**src/rtl/erd_pkg.sv**
```systemverilog
package erd_pkg;
  // Field positions in the processor command that the decode depends on
  localparam int unsigned OP_HI  = 7;
  localparam int unsigned OP_LO  = 5;
  localparam int unsigned RD_BIT = 3;

  typedef enum logic [1:0] {
    ST_IDLE   = 2'd0,
    ST_LOOKUP = 2'd1,
    ST_ACTIVE = 2'd2
  } erd_state_e;
endpackage

```
**src/rtl/erd_decode.sv**
```systemverilog
module erd_decode
  import erd_pkg::*;
#(
  parameter int unsigned CMD_W = 9
) (
  input  logic             clk,
  input  logic             rst,
  input  logic [CMD_W-1:0] cmd_bus,
  input  logic             cmd_valid,
  output logic             req_first,
  output logic             is_partial,
  output logic             is_block
);
  localparam int unsigned OP_W = OP_HI - OP_LO + 1;

  logic valid_q;
  logic read_class;

  always_ff @(posedge clk) begin
    if (rst) valid_q <= 1'b0;
    else     valid_q <= cmd_valid;
  end

  always_comb begin
    read_class = (cmd_bus[OP_HI:OP_LO] == OP_W'(0));
    req_first  = cmd_valid & ~valid_q;
    is_partial = read_class &  cmd_bus[RD_BIT];
    is_block   = read_class & ~cmd_bus[RD_BIT];
  end
endmodule

```
**src/rtl/erd_ctrl.sv**
```systemverilog
module erd_ctrl
  import erd_pkg::*;
(
  input  logic clk,
  input  logic rst,
  input  logic req_first,
  input  logic is_partial,
  input  logic is_block,
  input  logic tag_op_a,
  input  logic tag_op_b,
  input  logic lookup_hit,
  input  logic fwd_valid,
  input  logic resp_done,
  output logic arm_early,
  output logic arm_fwd,
  output logic in_idle,
  output logic in_lookup,
  output logic in_active,
  output logic pending,
  output logic start_pulse
);
  erd_state_e state_q, state_d;
  logic       pend_q, pend_d;
  logic       start_q;
  logic       tag_busy;
  logic       swallow;

  assign tag_busy = tag_op_a | tag_op_b;
  assign swallow  = fwd_valid & pend_q;

  always_comb begin
    state_d   = state_q;
    pend_d    = pend_q;
    arm_early = 1'b0;
    arm_fwd   = 1'b0;
    if (swallow) pend_d = 1'b0;
    unique case (state_q)
      ST_IDLE: begin
        if (req_first && is_partial && !tag_busy) begin
          arm_early = 1'b1;
          pend_d    = 1'b1;
          state_d   = ST_ACTIVE;
        end else if (req_first && is_block) begin
          state_d = ST_LOOKUP;
        end else if (fwd_valid && !pend_q) begin
          arm_fwd = 1'b1;
          state_d = ST_ACTIVE;
        end
      end
      ST_LOOKUP: begin
        if (lookup_hit) begin
          state_d = ST_IDLE;
        end else begin
          arm_early = 1'b1;
          pend_d    = 1'b1;
          state_d   = ST_ACTIVE;
        end
      end
      ST_ACTIVE: begin
        if (resp_done) state_d = ST_IDLE;
      end
      default: state_d = ST_IDLE;
    endcase
  end

  always_ff @(posedge clk) begin
    if (rst) begin
      state_q <= ST_IDLE;
      pend_q  <= 1'b0;
      start_q <= 1'b0;
    end else begin
      state_q <= state_d;
      pend_q  <= pend_d;
      start_q <= arm_early | arm_fwd;
    end
  end

  assign in_idle     = (state_q == ST_IDLE);
  assign in_lookup   = (state_q == ST_LOOKUP);
  assign in_active   = (state_q == ST_ACTIVE);
  assign pending     = pend_q;
  assign start_pulse = start_q;
endmodule

```
**src/rtl/erd_drive.sv**
```systemverilog
module erd_drive (
  input  logic clk,
  input  logic rst,
  input  logic arm_early,
  input  logic arm_fwd,
  input  logic in_active,
  input  logic bus_release,
  input  logic resp_done,
  output logic drive_en
);
  logic drive_q;

  always_ff @(posedge clk) begin
    if (rst) begin
      drive_q <= 1'b0;
    end else if (in_active && resp_done) begin
      drive_q <= 1'b0;
    end else if (arm_fwd) begin
      // the controller forwards only after it has let go of the buses
      drive_q <= 1'b1;
    end else if ((in_active || arm_early) && bus_release) begin
      drive_q <= 1'b1;
    end else if (!in_active && !arm_early) begin
      drive_q <= 1'b0;
    end
  end

  assign drive_en = drive_q;
endmodule

```
**src/rtl/early_read_detect.sv**
```systemverilog
module early_read_detect #(
  parameter int unsigned CMD_W = 9
) (
  input  logic             clk,
  input  logic             rst,
  input  logic [CMD_W-1:0] cmd_bus,
  input  logic             cmd_valid,
  input  logic             tag_op_a,
  input  logic             tag_op_b,
  input  logic             lookup_hit,
  input  logic             fwd_valid,
  input  logic             bus_release,
  input  logic             resp_done,
  output logic             start_pulse,
  output logic             drive_en
);
  logic req_first, is_partial, is_block;
  logic arm_early, arm_fwd;
  logic in_idle, in_lookup, in_active, pending;

  erd_decode #(.CMD_W(CMD_W)) u_decode (
    .clk        (clk),
    .rst        (rst),
    .cmd_bus    (cmd_bus),
    .cmd_valid  (cmd_valid),
    .req_first  (req_first),
    .is_partial (is_partial),
    .is_block   (is_block)
  );

  erd_ctrl u_ctrl (
    .clk         (clk),
    .rst         (rst),
    .req_first   (req_first),
    .is_partial  (is_partial),
    .is_block    (is_block),
    .tag_op_a    (tag_op_a),
    .tag_op_b    (tag_op_b),
    .lookup_hit  (lookup_hit),
    .fwd_valid   (fwd_valid),
    .resp_done   (resp_done),
    .arm_early   (arm_early),
    .arm_fwd     (arm_fwd),
    .in_idle     (in_idle),
    .in_lookup   (in_lookup),
    .in_active   (in_active),
    .pending     (pending),
    .start_pulse (start_pulse)
  );

  erd_drive u_drive (
    .clk         (clk),
    .rst         (rst),
    .arm_early   (arm_early),
    .arm_fwd     (arm_fwd),
    .in_active   (in_active),
    .bus_release (bus_release),
    .resp_done   (resp_done),
    .drive_en    (drive_en)
  );
endmodule

```
**config.mk**
```make
export PLATFORM = sky130hd
export DESIGN_NAME = early_read_detect
export DESIGN_NICKNAME = d
export VERILOG_FILES = /design/src/rtl/erd_pkg.sv /design/src/rtl/erd_decode.sv /design/src/rtl/erd_ctrl.sv /design/src/rtl/erd_drive.sv /design/src/rtl/early_read_detect.sv
export SDC_FILE = /design/constraint.sdc
export NUM_CORES = 1
export LEC_CHECK = 0
export BUFFER_PORTS_ARGS = -buffer_cell sky130_fd_sc_hd__buf_2
export CAP_MARGIN = 10
export CORE_AREA = 5 5 42 44
export DETAILED_ROUTE_END_ITERATION = 12
export DIE_AREA = 0 0 47 49
export PLACE_DENSITY_LB_ADDON = 0.15
export SETUP_SLACK_MARGIN = 0.3
export SYNTH_ARGS = -nofsm -noshare
export SYNTH_HDL_FRONTEND = slang
export SYNTH_HIERARCHICAL = 1
export SYNTH_SLANG_ARGS = --single-unit
```
**constraint.sdc**
```tcl
create_clock -name clk -period 1.7 [get_ports clk]
set_input_delay 0.085 -clock clk [delete_from_list [all_inputs] [get_ports clk]]
set_output_delay 0.085 -clock clk [all_outputs]
set_load 0.05 [all_outputs]
```
* Word level (Yosys, flattened, before mapping)
Cells that the tools add are included.
Storage, ports and cells: flip-flop bits (word level) 6, word-level logic and storage cells 54, output and inout bits 2, input bits 18
Cells by class: mux-type cells 20, bitwise operators 8, reductions and logical operators 17, equality and inequality tests 4
Operators by type and width (number):
- 2-to-1 mux 1 bit | 12
- 2-to-1 mux 2 bit | 5
- logical AND 1 bit | 7
- case mux 2 bit (3 select lines) | 1
- AND 1 bit | 4
- logical NOT 1 bit | 4
- inequality test 4 x 1 -> 1 bit, second input constant | 1
- case mux 1 bit (2 select lines) | 2
- logical NOT 3 bit | 1
- nonzero test 3 bit | 1
- equality test 2 x 1 -> 1 bit, second input constant | 1
- equality test 2 bit, second input constant | 1
- logical NOT 2 bit | 1
- inequality test 2 bit, second input constant | 1
- inverter 1 bit | 2
- bitwise OR 1 bit | 2
- AND reduction 2 bit | 1
- OR reduction 2 bit | 1
- logical OR 1 bit | 1

* Depth between registers and ports, before layout
word-level depth 11, depth in mapped cells 6, mapped depth without buffers 6

* By module
Netlist, hierarchy kept.
By module, submodules not included:
- erd_ctrl | area each 217.7 sq um, sequential area each 80.1 sq um, cells each 26, instances 1
- erd_decode | area each 60.1 sq um, sequential area each 20.0 sq um, cells each 5, instances 1
- erd_drive | area each 38.8 sq um, sequential area each 20.0 sq um, cells each 4, instances 1

* Least setup slack after synthesis
Ideal clock, no wire load.
path type register -> register, start point register u_decode.valid_q, end point register u_drive.drive_q (netlist: u_drive/drive_en), library setup time 0.095 ns, path slack 0.325 ns, buffers on the path 0, cell stages (with the launch flop) 7, arrival time 1.280 ns, path through dfxtp_1 -> nor2b_1 -> nand4bb_1 -> o31a_2 -> inv_1 -> o22ai_1 -> a221oi_1
On the way: longest elaborated chain between the ends 10, elaborated cells between the ends (all ways) 17, classes of those cells mux: 7; bitwise: 2; reduce/logical: 8
Ends and longest elaborated chain:
- start: declaration | RTL line erd_decode.sv:16 | logic valid_q;
- start signal: assignment | RTL line erd_decode.sv:21 | else valid_q <= cmd_valid;
- inverter 1 bit (*) | RTL line erd_decode.sv:26 | req_first = cmd_valid & ~valid_q;
- AND 1 bit (*) | RTL line erd_decode.sv:26
- net req_first | RTL line early_read_detect.sv:17 | logic req_first, is_partial, is_block;
- logical AND 1 bit (*) (2 in a row) | RTL line erd_ctrl.sv:39 | if (req_first && is_partial && !tag_busy) begin
- 2-to-1 mux 1 bit (*) | RTL line erd_ctrl.sv:39
- case mux 1 bit (2 select lines) (*) | RTL line erd_ctrl.sv:37 | unique case (state_q)
- net arm_early | RTL line early_read_detect.sv:18 | logic arm_early, arm_fwd;
- logical OR 1 bit | RTL line erd_drive.sv:21 | end else if ((in_active || arm_early) && bus_release) begin
- logical AND 1 bit | RTL line erd_drive.sv:21
- 2-to-1 mux 1 bit | RTL line erd_drive.sv:21
- 2-to-1 mux 1 bit | RTL line erd_drive.sv:18 | end else if (arm_fwd) begin
- end signal: assignment | RTL line erd_drive.sv:17 | drive_q <= 1'b0;
- end signal: assignment | RTL line erd_drive.sv:20 | drive_q <= 1'b1;
- end signal: assignment | RTL line erd_drive.sv:22 | drive_q <= 1'b1;
- end: declaration | RTL line erd_drive.sv:11 | logic drive_q;
The timed path passes the listed nets; every way through them passes the cells marked *. A chain may end at the register's enable or synchronous reset.

* Worst setup path in the final report
start point register u_decode.valid_q, end point register u_ctrl.state_q[1]
On the way: longest elaborated chain between the ends 6, elaborated cells between the ends (all ways) 10, classes of those cells eq/ne: 1; mux: 3; bitwise: 2; reduce/logical: 4
Ends and longest elaborated chain:
- inverter 1 bit (*) | RTL line erd_decode.sv:26
- AND 1 bit (*) | RTL line erd_decode.sv:26
- net req_first | RTL line early_read_detect.sv:17
- logical AND 1 bit, on equally long branches | RTL line erd_ctrl.sv:43, erd_ctrl.sv:39
- 2-to-1 mux 2 bit / logical AND 1 bit (equally long branches) | RTL line erd_ctrl.sv:43, erd_ctrl.sv:39
- 2-to-1 mux 2 bit / inequality test 4 x 1 -> 1 bit (equally long branches)
- case mux 2 bit (3 select lines) / AND reduction 2 bit (equally long branches)
- end signal: assignment | RTL line erd_ctrl.sv:72 | state_q <= state_d;
- end: declaration | RTL line erd_ctrl.sv:22 | erd_state_e state_q, state_d;
Marks and branches as above.

==> results.md <==
- Net Sw Power: 94.1 uW
- Crit path launch type: flip-flop
- Multi-input logic area: 193 um2
- Final Hold Viols: 0
- Vias in the first global route: 320
- Storage element area: 121 um2
- CTS sink cnt: 6
- Port bufs: 14
- Seq pwr share: 43.6%
- Max-cap violations: 0
- Power Density: 768 mW/mm2
- Worst setup EP type: flip-flop
- Fin crit share: 78.5%
- Unrepaired setup endpoints after global routing: true
- Kind of cell adding the most delay to the critical path: compound AO/OA/AOI/OAI gates
- Net Sw Frac: 26.6%
- Status: completed
- Core Area: 0.00140 mm2
- Crit path largest cell delay: 340 ps
- Placed Cells incl. Taps: 64
- Area Overhead vs Synth: 47.2%
- H-tree depth: 1
- Antenna violations before repair: 0
- Lkg Pwr: 0.209 nW
- Fraction of layout cells with a size suffix above 1: 54.7%
- Most frequent cells in the layout: buf_2 (14), dfxtp_1 (5), clkbuf_4 (3), inv_1 (3), nand2_1 (3)
- Via count: 310
- Post-Syn Area: 313 um2
- Die height: 49 um
- Final ANT Viol Nets: 0
- Post-route insts no fill: 69
- Slowest stage cell on the critical path: o31a_2
- Drt total wl: 731 um
- Internal: 260 uW
- Clock Skew: 2.87 ps
- Warnings, synthesis: 6
- Min Tclk post-route: 1330 ps
- Total Routing Usage GR: 7.69%
- Worst-Margin Slew: 249 ps
- CP Cell Sequence: nor2b_2, nand4bb_1, o31a_2, buf_6, a221oi_2
- FILL cells: 162
- Reg clk slew, reported paths: 50 ps
- TritonCTS buffer count: 3
- Setup slack after layout: 366 ps
- Achievable Freq: 750 MHz
- Clk_lat worst skew: 240 ps
- Slew margin rel.: 83.5%
- CTS tree: built
- Comb power frac: 19.5%
- Horiz. Die Dim: 47 um
- HPWL Detailed: 588 um
- Mean post-synth cell area: 9.20 um2
- DR pass1 iterations: 2
- Worst path bufs/invs: 1
- IO Count: 20
- Setup TNS: 0 ps
- CTS Root Cell: clkbuf_4
- Nets@finish: 73
- Total gr overflow: 0
- Final setup fails: 0
- Syn nets: 52
- Crit Path Class: reg2reg
- Starting Density: 22.3%
- Largest net degree at the start of global routing: 7
- Final core occ: 32.9%
- Avg Vias per Cell: 4.49
- Maximum fanout along the worst path: 3
- Global-route wire length before repair: 1.27 mm
- Remaining DRCs: 0
- CP required: 1850 ps
- Hold-fix buffer count after cts: 0
- Pre-CTS setup slack: 151 ps
- Fin. max-slew vios: 0
- Hold crit path type: in2reg
- Row count: 14
- Most common cell after layout, fill and taps aside: buf_2
- Number of antenna cells inserted: 0
- Crit path DAT: 1480 ps
- DR iter-0 viols: 2
- Max Root-Sink Buffers: 2
- Die area: 0.00230 mm2
- Wirelength per Cell: 10.6 um
- RePlAce Congestion: 0.690
- Peak VDD IR: 0.000447 V
- Clock share of power: 36.9%
- Cells after synthesis: 34
==> path summary, 6_finish.rpt <==
check,slack [ps],start,endpoint,depth (start not counted)
max,370,u_decode/valid_q,u_ctrl/state_q[1],5
max reg2reg,370,u_decode/valid_q,u_ctrl/state_q[1],5
min,50,resp_done,u_drive/drive_en,2
min reg2reg,490,u_ctrl/pending,u_ctrl/pending,2
==> registers in the layout, summed over array words and instances (netlist names) <==
name,count
u_decode/valid_q,1
u_ctrl/pending,1
u_ctrl/start_pulse,1
u_ctrl/state_q,2
u_drive/drive_en,1
==> worst reg2reg max path, delay by kind of cell (launching register included) <==
family          cells  cell delay [ps]
compound gates      2              550
flops               1              310
simple gates        2              260
buf+inv             1              130
==> power by group through the flow <==
stage	combinational, mW	clock [mW]	sequential (mW)
finish	0.0689	0.130	0.154
global route	0.0761	0.144	0.155
CTS	0.0689	0.137	0.154
detailed placement	0.0641	0	0.157
global placement	0.0639	0	0.156
floorplan	0.0252	0	0.169
==> what timing repair did <==
item                                    CTS  global route
hold endpoints to repair                  0             0
setup buffers                             2             0
endpoints found under the setup margin    1             3
resized for setup                         3             3
pin swaps                                 2             2
==> layout make-up <==
cell class | count | area share, %
multi-input combinational | 24 | 41.8
sequential | 6 | 26.4
timing repair buffer | 16 | 19.3
clock buffer | 3 | 4.89
tap | 16 | 4.35
inverter | 4 | 3.26
==> through the flow <==
step / cell area (um2) / power (mW) / hold slack [ps]
after floorplan: 313 / 0.194 / 151
after global placement: 403 / 0.220 / 311
after detailed placement: 403 / 0.221 / 313
after CTS: 453 / 0.360 / 43.0
after global routing: 460 / 0.376 / 55.8
final: 460 / 0.354 / 49.4
==> metal layers <==
metal,vias up,wire length [um],GRT usage [%]
met4,0,0,1.38
met1,135,315,10.4
met5,-,0,0
met2,14,326,9.95
met3,0,89,5.54
li1,161,-,-
Note: power is estimated with default switching activity, not from simulation.
